## config.mk

```make
export PLATFORM = sky130hd
export DESIGN_NAME = vpair_store_seq
export DESIGN_NICKNAME = d
export VERILOG_FILES = /design/src/rtl/vps_pkg.sv /design/src/rtl/vps_decode.sv /design/src/rtl/vps_agen.sv /design/src/rtl/vps_beat_fsm.sv /design/src/rtl/vpair_store_seq.sv
export SDC_FILE = /design/constraint.sdc
export NUM_CORES = 1
export LEC_CHECK = 0
export BUFFER_PORTS_ARGS = -buffer_cell sky130_fd_sc_hd__buf_2
export CORE_ASPECT_RATIO = 0.6
export CORE_MARGIN = 3
export CORE_UTILIZATION = 35
export DETAILED_ROUTE_END_ITERATION = 10
export SYNTH_ARGS = -nofsm -noshare
export SYNTH_HDL_FRONTEND = slang
export SYNTH_SLANG_ARGS = --single-unit
```

## constraint.sdc

```tcl
create_clock -name clk_i -period 3.9 [get_ports clk_i]
set_clock_uncertainty 0.1 [all_clocks]
set_input_delay 0.195 -clock clk_i [delete_from_list [all_inputs] [get_ports clk_i]]
set_output_delay 0.195 -clock clk_i [all_outputs]
set_load 0.02 [all_outputs]
```

## src/rtl/vps_pkg.sv

```systemverilog
package vps_pkg;
  localparam logic [9:0] VPS_OPCODE = 10'b1110110000;
  localparam int         VPS_SP_REG = 31;

  typedef struct packed {
    logic ntemp;
    logic tagchk;
    logic unpriv;
  } vps_attr_t;

  typedef enum logic [1:0] {
    S_IDLE = 2'd0,
    S_BEAT0 = 2'd1,
    S_BEAT1 = 2'd2
  } vps_state_e;
endpackage

```

## src/rtl/vps_decode.sv

```systemverilog
module vps_decode
  import vps_pkg::*;
#(
  parameter int IMM_W = 7,
  parameter int REG_W = 5
) (
  input  logic [31:0]      instr_i,
  output logic             match_o,
  output logic [IMM_W-1:0] imm_o,
  output logic [REG_W-1:0] rn_o,
  output logic             base_is_sp_o
);
  function automatic logic opcode_hit(input logic [31:0] w);
    return w[31:22] == VPS_OPCODE;
  endfunction

  logic unused_regs;
  assign unused_regs = ^{instr_i[14:10], instr_i[4:0]};

  assign match_o      = opcode_hit(instr_i);
  assign imm_o        = instr_i[21:15];
  assign rn_o         = instr_i[9:5];
  assign base_is_sp_o = (rn_o == REG_W'(VPS_SP_REG));
endmodule

```

## src/rtl/vps_agen.sv

```systemverilog
module vps_agen #(
  parameter int ADDR_W = 64,
  parameter int IMM_W  = 7,
  parameter int SHIFT  = 4
) (
  input  logic [IMM_W-1:0]  imm_i,
  input  logic              base_is_sp_i,
  input  logic [ADDR_W-1:0] gpr_base_i,
  input  logic [ADDR_W-1:0] sp_i,
  output logic [ADDR_W-1:0] addr_o,
  output logic              sp_misalign_o
);
  localparam int EXT_W = ADDR_W - IMM_W - SHIFT;

  function automatic logic [ADDR_W-1:0] scaled_offset(input logic [IMM_W-1:0] imm);
    return {{EXT_W{imm[IMM_W-1]}}, imm, {SHIFT{1'b0}}};
  endfunction

  logic [ADDR_W-1:0] base_w;
  assign base_w        = base_is_sp_i ? sp_i : gpr_base_i;
  assign addr_o        = base_w + scaled_offset(imm_i);
  assign sp_misalign_o = base_is_sp_i && (sp_i[SHIFT-1:0] != '0);
endmodule

```

## src/rtl/vps_beat_fsm.sv

```systemverilog
module vps_beat_fsm
  import vps_pkg::*;
#(
  parameter int ADDR_W = 64,
  parameter int DATA_W = 128
) (
  input  logic              clk_i,
  input  logic              rst_ni,
  input  logic              start_i,
  input  logic [ADDR_W-1:0] addr_i,
  input  logic [DATA_W-1:0] data_a_i,
  input  logic [DATA_W-1:0] data_b_i,
  input  vps_attr_t         attr_i,
  input  logic              ready_i,
  output logic              idle_o,
  output logic              valid_o,
  output logic              second_o,
  output logic [ADDR_W-1:0] addr_o,
  output logic [DATA_W-1:0] data_o,
  output vps_attr_t         attr_o,
  output logic              done_o
);
  localparam int BEAT_BYTES = DATA_W / 8;

  vps_state_e        state_q;
  logic [ADDR_W-1:0] addr_q;
  logic [DATA_W-1:0] da_q, db_q;
  vps_attr_t         attr_q;
  logic              done_q;

  always_ff @(posedge clk_i or negedge rst_ni) begin
    if (!rst_ni) begin
      state_q <= S_IDLE;
      addr_q  <= '0;
      da_q    <= '0;
      db_q    <= '0;
      attr_q  <= '0;
      done_q  <= 1'b0;
    end else begin
      done_q <= 1'b0;
      unique case (state_q)
        S_IDLE: if (start_i) begin
          state_q <= S_BEAT0;
          addr_q  <= addr_i;
          da_q    <= data_a_i;
          db_q    <= data_b_i;
          attr_q  <= attr_i;
        end
        S_BEAT0: if (ready_i) state_q <= S_BEAT1;
        S_BEAT1: if (ready_i) begin
          state_q <= S_IDLE;
          done_q  <= 1'b1;
        end
        default: state_q <= S_IDLE;
      endcase
    end
  end

  assign idle_o   = (state_q == S_IDLE);
  assign valid_o  = !idle_o;
  assign second_o = (state_q == S_BEAT1);
  assign addr_o   = second_o ? addr_q + ADDR_W'(BEAT_BYTES) : addr_q;
  assign data_o   = second_o ? db_q : da_q;
  assign attr_o   = attr_q;
  assign done_o   = done_q;
endmodule

```

## src/rtl/vpair_store_seq.sv

```systemverilog
module vpair_store_seq
  import vps_pkg::*;
#(
  parameter int ADDR_W = 64,
  parameter int DATA_W = 128,
  parameter int IMM_W  = 7,
  parameter int REG_W  = 5
) (
  input  logic              clk_i,
  input  logic              rst_ni,
  input  logic              issue_i,
  input  logic [31:0]       instr_i,
  input  logic [ADDR_W-1:0] gpr_base_i,
  input  logic [ADDR_W-1:0] sp_i,
  input  logic [DATA_W-1:0] vdata_a_i,
  input  logic [DATA_W-1:0] vdata_b_i,
  input  logic              feat_fp_i,
  input  logic              feat_unpriv_i,
  input  logic              fp_enable_i,
  input  logic              uao_i,
  input  logic              mem_ready_i,
  output logic              mem_valid_o,
  output logic [ADDR_W-1:0] mem_addr_o,
  output logic [DATA_W-1:0] mem_wdata_o,
  output logic              mem_ntemp_o,
  output logic              mem_tagchk_o,
  output logic              mem_unpriv_o,
  output logic              undef_o,
  output logic              fp_trap_o,
  output logic              align_fault_o,
  output logic              done_o
);
  localparam int SHIFT = $clog2(DATA_W / 8);

  logic              match_w, base_is_sp_w, misalign_w, idle_w;
  logic [IMM_W-1:0]  imm_w;
  logic [REG_W-1:0]  rn_w;
  logic [ADDR_W-1:0] ea_w;
  logic              hit_w, feats_ok_w, undef_now_w, fptrap_now_w, align_now_w, start_w;
  logic              second_w;
  vps_attr_t         attr_in_w, attr_out_w;
  logic              undef_q, fptrap_q, align_q;

  vps_decode #(.IMM_W(IMM_W), .REG_W(REG_W)) u_dec (
    .instr_i     (instr_i),
    .match_o     (match_w),
    .imm_o       (imm_w),
    .rn_o        (rn_w),
    .base_is_sp_o(base_is_sp_w)
  );

  vps_agen #(.ADDR_W(ADDR_W), .IMM_W(IMM_W), .SHIFT(SHIFT)) u_agen (
    .imm_i        (imm_w),
    .base_is_sp_i (base_is_sp_w),
    .gpr_base_i   (gpr_base_i),
    .sp_i         (sp_i),
    .addr_o       (ea_w),
    .sp_misalign_o(misalign_w)
  );

  assign hit_w        = issue_i && idle_w && match_w;
  assign feats_ok_w   = feat_fp_i && feat_unpriv_i;
  assign undef_now_w  = hit_w && !feats_ok_w;
  assign fptrap_now_w = hit_w && feats_ok_w && !fp_enable_i;
  assign align_now_w  = hit_w && feats_ok_w && fp_enable_i && misalign_w;
  assign start_w      = hit_w && feats_ok_w && fp_enable_i && !misalign_w;

  assign attr_in_w.ntemp  = 1'b1;
  assign attr_in_w.tagchk = !base_is_sp_w;
  assign attr_in_w.unpriv = !uao_i;

  logic unused_rn;
  assign unused_rn = ^rn_w;

  vps_beat_fsm #(.ADDR_W(ADDR_W), .DATA_W(DATA_W)) u_fsm (
    .clk_i   (clk_i),
    .rst_ni  (rst_ni),
    .start_i (start_w),
    .addr_i  (ea_w),
    .data_a_i(vdata_a_i),
    .data_b_i(vdata_b_i),
    .attr_i  (attr_in_w),
    .ready_i (mem_ready_i),
    .idle_o  (idle_w),
    .valid_o (mem_valid_o),
    .second_o(second_w),
    .addr_o  (mem_addr_o),
    .data_o  (mem_wdata_o),
    .attr_o  (attr_out_w),
    .done_o  (done_o)
  );

  always_ff @(posedge clk_i or negedge rst_ni) begin
    if (!rst_ni) begin
      undef_q  <= 1'b0;
      fptrap_q <= 1'b0;
      align_q  <= 1'b0;
    end else begin
      undef_q  <= undef_now_w;
      fptrap_q <= fptrap_now_w;
      align_q  <= align_now_w;
    end
  end

  assign undef_o       = undef_q;
  assign fp_trap_o     = fptrap_q;
  assign align_fault_o = align_q;
  assign mem_ntemp_o   = attr_out_w.ntemp;
  assign mem_tagchk_o  = attr_out_w.tagchk;
  assign mem_unpriv_o  = attr_out_w.unpriv;
endmodule

```

==> impl_metrics.py, run 1 <==
metrics = {
    "run_status": {
        "status": "finished, final reports clean",
    },
    "synthesis": {
        "seq_area_frac_synth_pct": 42.8,
        "yosysWarnings": 0,
        "syn_nets": 2744,
        "synthTopCellsByArea": "dfrtp_1, nand2_1, mux2_2, ha_1, xnor2_1",
        "synthAdderAreaFrac_pct": 4.39,
        "syn_inst": 2253,
        "syn-cell-area_mm2": 0.0193,
        "synth-edff-count": 0,
        "synth_top_area_share_pct": 42.8,
        "synth_top_family_by_area": "simple AND/OR/NAND/NOR gates",
        "synthSimpleGateAreaFrac_pct": 24.0,
        "ys_types": 66,
        "ys_ff_latch": 329,
        "synth_mux_area_share_pct": 11.5,
        "synth_compound_area_share_pct": 8.97,
        "synth_ff_type": "dfrtp_1",
        "async_reset_ff_share_pct": 100,
        "synth_top_area_cell": "dfrtp_1",
        "synthXorXnorAreaFrac_pct": 5.00,
        "syn_avg_cell_area_um2": 8.55,
    },
    "sta": {
        "rsz0062_at_grt": "no",
        "tightestPinTransition_ps": 997,
        "fin_crit_sh_pct": 98.7,
        "holdWs_ps": 93.4,
        "setup_ws_ps": 50.0,
        "hold_violations": 0,
        "fmax_ghz": 0.260,
        "max_slew_margin_pct": 33.5,
        "setup_viol": 0,
        "finalMaxSlewViolations": 0,
        "tns_ps": 0,
        "period_needed_ps": 3850,
    },
    "power_and_ir_drop": {
        "p_leak_nw": 15.5,
        "vdd_drop_max_mv": 0.267,
        "powerDensity_mw_per_mm2": 304,
        "swShare_pct": 26.1,
        "combinationalPowerShare_pct": 18.6,
        "p_switching_mw": 2.25,
        "finalPower_mw": 8.61,
        "power.internal_mw": 6.36,
        "clkPwrFrac_pct": 41.6,
        "seqPwrFrac_pct": 39.8,
    },
    "hold_path": {
        "hold_class": "primary input to flip-flop",
        "worstHoldStart": "instr_i[16]",
    },
    "grt": {
        "use_met3_pct": 4.78,
        "gr-total-overflow": 0,
        "grt_pass1_vias": 20430,
        "antenna_found_initial": 7,
        "grt_max_degree": 165,
        "grt_util_all_layers_pct": 24.7,
        "use_met2_pct": 37.9,
        "top_usage_layer": "met2",
        "grt_first_pass_wirelength_mm": 114,
        "met1_usage_pct": 34.6,
    },
    "routing": {
        "dr.pass1.iters": 5,
        "vias_per_cell": 5.06,
        "wire_per_inst_um": 18.7,
        "num_vias": 20179,
        "drtIter0Drc": 1504,
        "ant_nets": 0,
        "wl_mm": 74.7,
        "drc": 0,
    },
    "setup_path": {
        "crit_chain": "and4_1, and3_1, nand2_1, nor3_1, buf_4, nand3_1, buf_4, or3_4, nor2_1, xor2_1, buf_2",
        "crit_arrival_ps": 3550,
        "critPathMaxStageDelay_ps": 460,
        "slowest_stage": "dfrtp_1",
        "cp_common_cell": "buf_4",
        "required_ps": 3610,
        "endpoint_kind": "output pin",
        "crit_fanout": 6,
        "critPathKind": "flip-flop to output pin",
        "r2r_start": "u_fsm.state_q[0]",
        "startpoint": "u_fsm.addr_q[28]",
        "start_kind": "flip-flop",
    },
    "clocking": {
        "cts_setup_buffers": 0,
        "cts.sinks": 329,
        "insertion_delay_ps": 500,
        "clk_transition_reported_paths_ps": 70,
        "tritoncts": "yes",
        "h-tree-depth": 2,
        "cts_root_buf": "clkbuf_16",
        "clock_path_buffers": 3,
        "numCtsBuffers": 35,
    },
    "die": {
        "pin_count": 624,
        "coreArea_mm2": 0.0534,
        "start_util_pct": 36.0,
        "core.rowCount": 65,
        "fp.dieArea_mm2": 0.0580,
        "die-height_um": 188,
        "die_x_um": 309,
    },
    "cells_and_area": {
        "fin_cells": 3991,
        "final_core_util_pct": 53.0,
        "areaGrowthSynthToFinish_pct": 47.1,
        "nFillCells": 4777,
        "postLayoutCellArea_mm2": 0.0283,
        "drive_gt1_share_pct": 33.1,
        "nets": 3750,
    },
    "placement": {
        "io_buffers": 613,
        "placed_area_mm2": 0.0243,
        "place.gp.congestion": 0.928,
        "dp_slack_ps": -717,
        "dp_cells": 3651,
        "hpwl_mm": 55.6,
    },
    "job": {
        "max_cap_viol_count": 0,
    },
}
## power by group through the flow
stage | combinational [mW] | clock, mW | sequential (mW)
2_1_floorplan | 0.595 | 0 | 3.49
3_3_place_gp | 1.34 | 0 | 3.49
3_5_place_dp | 1.35 | 0 | 3.49
4_1_cts | 1.58 | 3.68 | 3.42
5_1_grt | 1.73 | 3.83 | 3.42
6_report | 1.60 | 3.59 | 3.43
## layer usage
metal / part of all wire [%] / up-vias
met2: 44 / 813
met1: 45 / 9660
met4: 4.0 / 6
met5: 0.050 / -
met3: 6.8 / 205
li1: - / 9495
## cells in the mapped netlist, types with 4 or more instances
master,n
mux2_2,190
xnor2_1,73
nand3_1,30
buf_4,4
o211ai_1,7
o21ai_0,96
or3_1,4
o21a_1,9
nand2b_1,9
ha_1,66
and4_1,6
o31ai_1,9
nor3_1,16
o2111ai_1,4
a31oi_1,6
mux2i_1,8
xor2_1,37
nand2_1,927
nor2_1,48
dfrtp_1,329
o21bai_1,14
and2_1,13
a21oi_1,75
buf_2,54
a221oi_1,5
inv_1,25
nor2b_1,5
and3_1,20
nand4_1,27
clkbuf_1,55
a21o_1,29
## layout make-up
cell class	count	area, um^2	share of cell area (%)
repair buffers	1086	7430	26.2
flip-flops and latches	329	8230	29.1
multi-input cells	1782	10400	36.9
inverters	25	93.8	0.331
well taps	703	880	3.11
diodes	4	10.0	0.0353
clock inverters	13	191	0.676
clock buffers	49	1030	3.64
## state kept, by name (all words and copies together) (netlist names)
name / flops
u_fsm.da_q: 128
u_fsm.db_q: 128
u_fsm.addr_q: 64
u_fsm.attr_o: 3
u_fsm.state_q: 2
align_fault_o: 1
fp_trap_o: 1
u_fsm.done_o: 1
undef_o: 1
## layout by cell type, fill, tap and decap left out, types with 13 or more instances in the layout
cell type        n
a21o_1          29
a21oi_1         75
and2_1          13
and3_1          20
buf_2          611
buf_4          191
clkbuf_16       36
dfrtp_1        328
dlygate4sd3_1  274
ha_1            66
inv_1           25
mux2_2         190
nand2_1        927
nand3_1         29
nand4_1         27
nor2_1          48
nor3_1          14
o21ai_0         94
o21bai_1        14
xnor2_1         72
xor2_1          37
## cell families after synthesis
| kind of cell | Yosys count |
|---|---|
| DFF | 329 |
| AOI/OAI and AO/OA | 278 |
| muxes | 198 |
| and+or+nand+nor | 1129 |
| xor gates and xnor gates | 110 |
| buffers and inverters | 142 |
| adders and majority gates | 67 |
## critical path: cells and delay by family, from the launching register on
family	cells	cell delay, ps
flops	1	460
xor+xnor	1	300
simple gates	7	1630
buf+inv	3	640
## path summary, 6_finish.rpt
path	end	slack (ps)	cells past startpoint
worst max-delay path	mem_addr_o[58]	50	11
worst min-delay path	u_fsm.addr_q[5]	90	4
worst max register to register	u_fsm.addr_q[53]	890	7
worst min register to register	u_fsm.attr_o[2]	370	1
max in group asynchronous	u_fsm.db_q[93]	2420	3
min in group asynchronous	u_fsm.db_q[25]	220	2
## what timing repair did
action / in CTS / in global routing
pin swaps: 0 / 2
hold buffers: 274 / 0
resized for setup: 4 / 9
endpoints found under the hold margin: 370 / 0
setup endpoints to repair: 11 / 12
No activity file was read; power rests on OpenSTA's default activity.
==> run 2: changes to the inputs <==
Settings changed: CELL_PAD_IN_SITES_DETAIL_PLACEMENT set to 0, CELL_PAD_IN_SITES_GLOBAL_PLACEMENT set to 1, PLACE_DENSITY_LB_ADDON set to 0.1.
==> run 2 against run 1 <==
Effect of this change:
- maximum frequency increased by 2.4%
- design area decreased by 0.95%
- power decreased by 2.0%
- largest power group unchanged
- core utilization decreased by 0.50 points
- non-clock buffer count shrank 32
- clock-buffer cell count is 1 lower
- final cell count fell by 0.75%
- register-to-register slack worse by 110 ps
- via count fell by 3.0%
- global-route usage increased by 0.39 points
- setup slack better by 90 ps
- critical path type is now primary input to flip-flop
- critical path depth is 5 higher
==> impl_metrics.py, run 2 (same netlist as run 1, synthesis figures left out) <==
metrics = {
    "run_status": {
        "status": "finished, final reports clean",
    },
    "grt": {
        "grt_util_all_layers_pct": 25.1,
        "met1_usage_pct": 35.4,
        "use_met3_pct": 5.16,
        "gr-total-overflow": 0,
        "antenna_found_initial": 12,
        "use_met2_pct": 39.6,
        "top_usage_layer": "met2",
        "grt_first_pass_wirelength_mm": 115,
        "grt_pass1_vias": 19870,
        "grt_max_degree": 159,
    },
    "sta": {
        "finalMaxSlewViolations": 0,
        "tightestPinTransition_ps": 1010,
        "period_needed_ps": 3760,
        "max_slew_margin_pct": 32.4,
        "fmax_ghz": 0.266,
        "fin_crit_sh_pct": 96.4,
        "tns_ps": 0,
        "hold_violations": 0,
        "setup_viol": 0,
        "rsz0062_at_grt": "no",
    },
    "setup_path": {
        "crit_arrival_ps": 4040,
        "crit_fanout": 19,
        "critPathKind": "primary input to flip-flop",
        "worstRegToRegCells": 8,
        "ff2ff_setup_slack_ps": 780,
        "required_ps": 4180,
        "r2r_start": "u_fsm.state_q[0]",
        "endpoint_kind": "flip-flop",
        "start_kind": "primary input",
        "endpoint": "u_fsm.addr_q[62]",
        "startpoint": "instr_i[5]",
        "reg2reg_to": "u_fsm.db_q[105]",
    },
    "routing": {
        "num_vias": 19576,
        "dr.pass1.iters": 5,
        "drtIter0Drc": 1330,
        "drc": 0,
        "ant_nets": 0,
        "wl_mm": 74.8,
        "wire_per_inst_um": 18.9,
        "vias_per_cell": 4.94,
    },
    "die": {
        "core.rowCount": 65,
        "coreArea_mm2": 0.0534,
        "die_x_um": 309,
        "die-height_um": 188,
        "pin_count": 624,
        "start_util_pct": 36.0,
        "fp.dieArea_mm2": 0.0580,
    },
    "clocking": {
        "cts.sinks": 329,
        "clk_transition_reported_paths_ps": 70,
        "clock_path_buffers": 3,
        "tritoncts": "yes",
        "numCtsBuffers": 36,
        "h-tree-depth": 2,
        "cts_root_buf": "clkbuf_16",
        "insertion_delay_ps": 520,
    },
    "cells_and_area": {
        "drive_gt1_share_pct": 32.5,
        "final_core_util_pct": 52.5,
        "postLayoutCellArea_mm2": 0.0280,
        "areaGrowthSynthToFinish_pct": 45.7,
        "fin_cells": 3961,
        "final_common_cell": "nand2_1",
        "nets": 3719,
        "reg_top3": "u_fsm.da_q (128), u_fsm.db_q (128), u_fsm.addr_q (64)",
        "final_cell_mix": "nand2_1, buf_2, dfrtp_1",
    },
    "placement": {
        "dp_cells": 3620,
        "hpwl_mm": 56.2,
        "io_buffers": 613,
        "place.gp.congestion": 0.987,
        "placed_area_mm2": 0.0241,
    },
    "hold_path": {
        "hold_class": "primary input to flip-flop",
        "hold_path_depth": 5,
    },
    "power_and_ir_drop": {
        "finalPower_mw": 8.44,
        "vdd_drop_max_mv": 0.237,
        "powerDensity_mw_per_mm2": 301,
        "p_leak_nw": 15.3,
    },
    "job": {
        "max_cap_viol_count": 0,
    },
}
[run 2: changes by cell type in the layout (fill, tap and decap cells not counted), sizes merged]
| cell | before | now |
|---|---|---|
| diode | 4 | 7 |
| clkinvlp | 3 | 0 |
| inv | 27 | 26 |
| clkbuf | 49 | 48 |
| buf | 812 | 782 |
| dlygate4sd3 | 274 | 272 |
| clkinv | 4 | 10 |
| bufinv | 4 | 2 |
[run 2: power breakdown]
part / internal, mW / switching, mW
combinational: 0.806 / 0.773
sequential: 3.42 / 0.00547
clock: 1.98 / 1.45
total: 6.21 / 2.23
[run 2: final cells by class]
cell class,instances,area (um^2)
inverter,25,93.8
fill,5132,25400
clock buffer,48,1030
antenna,7,17.5
multi-input combinational,1782,10400
tap,703,880
timing repair buffer,1054,7220
sequential,329,8230
clock inverter,13,138
[run 2: metrics by stage]
stage               hold WS (ps)  worst slack [ps]
floorplan                   -201              1.23
global placement             230              -147
detailed placement           240              -281
CTS                         8.65             -33.4
global route                74.5              34.1
finish                      49.1               140
[run 2: worst min-delay path by stage]
stage	start	end	slack, ps
floorplan	rst_ni	align_fault_o	-200
global placement	rst_ni	u_fsm.addr_q[26]	230
detailed placement	rst_ni	u_fsm.addr_q[23]	240
CTS	feat_fp_i	align_fault_o	9
global route	feat_fp_i	align_fault_o	70
finish	feat_fp_i	align_fault_o	50
[run 2: repair_timing]
action                                  4_1_cts  5_1_grt
hold endpoints to repair                    367        0
buffers inserted                              1        0
hold buffers                                272        0
resized for setup                             3        6
endpoints found under the setup margin        9       13
pin swaps                                     0        1
gates cloned                                  0        0
[run 2: metal layers]
layer  vias to the layer above  share of wire (%)  routed length [um]
li1                       9454                  -                   -
met1                      9481                 47               34900
met2                       525                 45               33800
met3                       108                5.7                4290
met4                         8                2.4                1790
met5                         -              0.072                  54
[run 2: critical path, stage by stage]
cell and delay, ps:
buf_2 90, and3_1 190, nand3_4 150, buf_4 300, buf_4 230, mux2_2 350, ha_1 290, nand2_1 60
o21ai_0 280, nand2b_1 180, a21o_1 160, or4b_1 450, o21ai_0 520, o21ai_0 240, mux2i_1 230, o211ai_1 110
==> run 3: changes to the inputs <==
Settings changed: CORE_UTILIZATION 35 to 41, REMOVE_ABC_BUFFERS set to 1, SLEW_MARGIN set to 20.
==> run 3 against run 2 <==
Effect of this change:
- clock power fell by 5%
- power decreased by 3.7%
- non-clock buffer count shrank 80
- clock-buffer cell count up 1
==> impl_metrics.py, run 3 (same netlist as run 1, synthesis figures left out) <==
metrics = {
    "routing": {
        "drtIter0Drc": 1173,
        "wl_mm": 68.3,
        "num_vias": 19104,
        "wire_per_inst_um": 18.0,
        "vias_per_cell": 5.04,
        "ant_nets": 0,
        "drc": 0,
        "dr.pass1.iters": 5,
    },
    "power_and_ir_drop": {
        "powerDensity_mw_per_mm2": 299,
        "finalPower_mw": 8.13,
        "vdd_drop_max_mv": 0.228,
        "p_leak_nw": 14.9,
    },
    "setup_path": {
        "cp_top_family": "simple AND/OR/NAND/NOR gates",
        "required_ps": 3610,
        "crit_fanout": 6,
        "start_kind": "flip-flop",
        "critPathMaxStageDelay_ps": 450,
        "crit_arrival_ps": 3330,
        "crit_cells": 10,
        "slowest_stage": "dfrtp_1",
        "critPathBufInv": 1,
        "worstRegToRegCells": 8,
        "endpoint_kind": "output pin",
        "crit_chain": "and4b_1, and4_2, and3b_1, and2b_1, nand3_2, or2_2, nor2_4, nand2_1, xnor2_1, buf_2",
        "critPathKind": "flip-flop to output pin",
    },
    "grt": {
        "grt_pass1_vias": 19365,
        "top_usage_layer": "met2",
        "grt_max_degree": 244,
        "use_met3_pct": 3.93,
        "gr-total-overflow": 0,
        "met1_usage_pct": 36.5,
        "grt_util_all_layers_pct": 26.9,
        "use_met2_pct": 44.0,
        "antenna_found_initial": 4,
        "grt_first_pass_wirelength_mm": 107,
    },
    "sta": {
        "tns_ps": 0,
        "setup_viol": 0,
        "tightestPinTransition_ps": 1180,
        "finalMaxSlewViolations": 0,
        "fmax_ghz": 0.276,
        "fin_crit_sh_pct": 93.0,
        "period_needed_ps": 3630,
        "rsz0062_at_grt": "no",
        "max_slew_margin_pct": 21.3,
        "hold_violations": 0,
    },
    "clocking": {
        "cts.sinks": 329,
        "tritoncts": "yes",
        "h-tree-depth": 2,
        "cts_root_buf": "clkbuf_16",
        "clock_path_buffers": 3,
        "clk_transition_reported_paths_ps": 60,
        "numCtsBuffers": 35,
        "cts_setup_buffers": 0,
        "insertion_delay_ps": 520,
    },
    "run_status": {
        "status": "finished, final reports clean",
    },
    "cells_and_area": {
        "fin_cells": 3789,
        "final_common_cell": "nand2_1",
        "drive_gt1_share_pct": 30.4,
        "reg_top3": "u_fsm.da_q (128), u_fsm.db_q (128), u_fsm.addr_q (64)",
        "nets": 3638,
        "final_cell_mix": "nand2_1, buf_2, dfrtp_1",
        "areaGrowthSynthToFinish_pct": 41.3,
        "postLayoutCellArea_mm2": 0.0272,
        "final_core_util_pct": 59.7,
    },
    "die": {
        "start_util_pct": 42.3,
        "die_x_um": 286,
        "die-height_um": 174,
        "pin_count": 624,
        "coreArea_mm2": 0.0456,
        "core.rowCount": 60,
        "fp.dieArea_mm2": 0.0497,
    },
    "hold_path": {
        "hold_path_depth": 4,
        "hold_class": "primary input to flip-flop",
    },
    "placement": {
        "io_buffers": 613,
        "dp_cells": 3456,
        "placed_area_mm2": 0.0234,
        "hpwl_mm": 50.3,
        "place.gp.congestion": 0.905,
    },
    "job": {
        "max_cap_viol_count": 0,
    },
}
-- run 3: cell types whose count changed in the layout (fill, tap and decap cells not counted), moves of 2 or more --
cell / before / now
dlygate4sd3_1: 272 / 274
diode_2: 7 / 3
clkinv_2: 7 / 3
clkinv_4: 2 / 0
clkbuf_1: 4 / 6
buf_12: 12 / 9
nand3_1: 27 / 29
buf_4: 157 / 78
-- run 3: metrics by stage --
stage / hold WS [ps] / worst slack, ps
2_1_floorplan: -201 / -12840
3_3_place_gp: 217 / -21.6
3_5_place_dp: 228 / -71.5
4_1_cts: 4.53 / 172
5_1_grt: 62.1 / 75.1
6_report: 21.4 / 274
-- run 3: path summary, 6_finish.rpt --
kind	start	to	slack, ps
worst min-delay path	instr_i[16]	u_fsm.addr_q[5]	20
min in group asynchronous	rst_ni	u_fsm.db_q[93]	220
worst max-delay path	u_fsm.state_q[0]	mem_addr_o[57]	270
worst max register to register	u_fsm.state_q[0]	u_fsm.attr_o[0]	550
worst min register to register	u_fsm.attr_o[2]	u_fsm.attr_o[2]	360
max in group asynchronous	rst_ni	u_fsm.db_q[60]	2370
-- run 3: cell type report --
class,count,area (um^2)
Fill cell,4099,18400
Multi-Input combinational cell,1782,10400
Sequential cell,329,8230
Timing Repair Buffer,974,6590
Clock buffer,49,1010
Tap cell,620,776
Inverter,25,93.8
Clock inverter,7,85.1
Antenna cell,3,7.51
-- run 3: routing by layer --
| layer | part of all wire, % | up-vias |
|---|---|---|
| met5 | 0 | - |
| met4 | 3.6 | 0 |
| met3 | 5.4 | 149 |
| met2 | 46 | 577 |
| met1 | 45 | 9097 |
| li1 | - | 9281 |
-- run 3: what timing repair did --
item | in CTS | in global routing
hold buffers | 274 | 0
resized for setup | 0 | 3
hold endpoints to repair | 372 | 0
setup endpoints to repair | 0 | 5
-- run 3: where the power goes --
| group | internal [mW] | total, mW | switching [mW] |
|---|---|---|---|
| Sequential | 3.42 | 3.43 | 0.00522 |
| Combinational | 0.716 | 1.44 | 0.721 |
| Clock | 1.87 | 3.27 | 1.40 |
-- run 3: worst register-to-register path, delay by kind of cell, from the launching register on --
kind	cells	cell delay, ps
AO/OA/AOI/OAI	1	100
buffers and inverters	1	360
flip-flops	1	450
AND/OR/NAND/NOR	6	2180
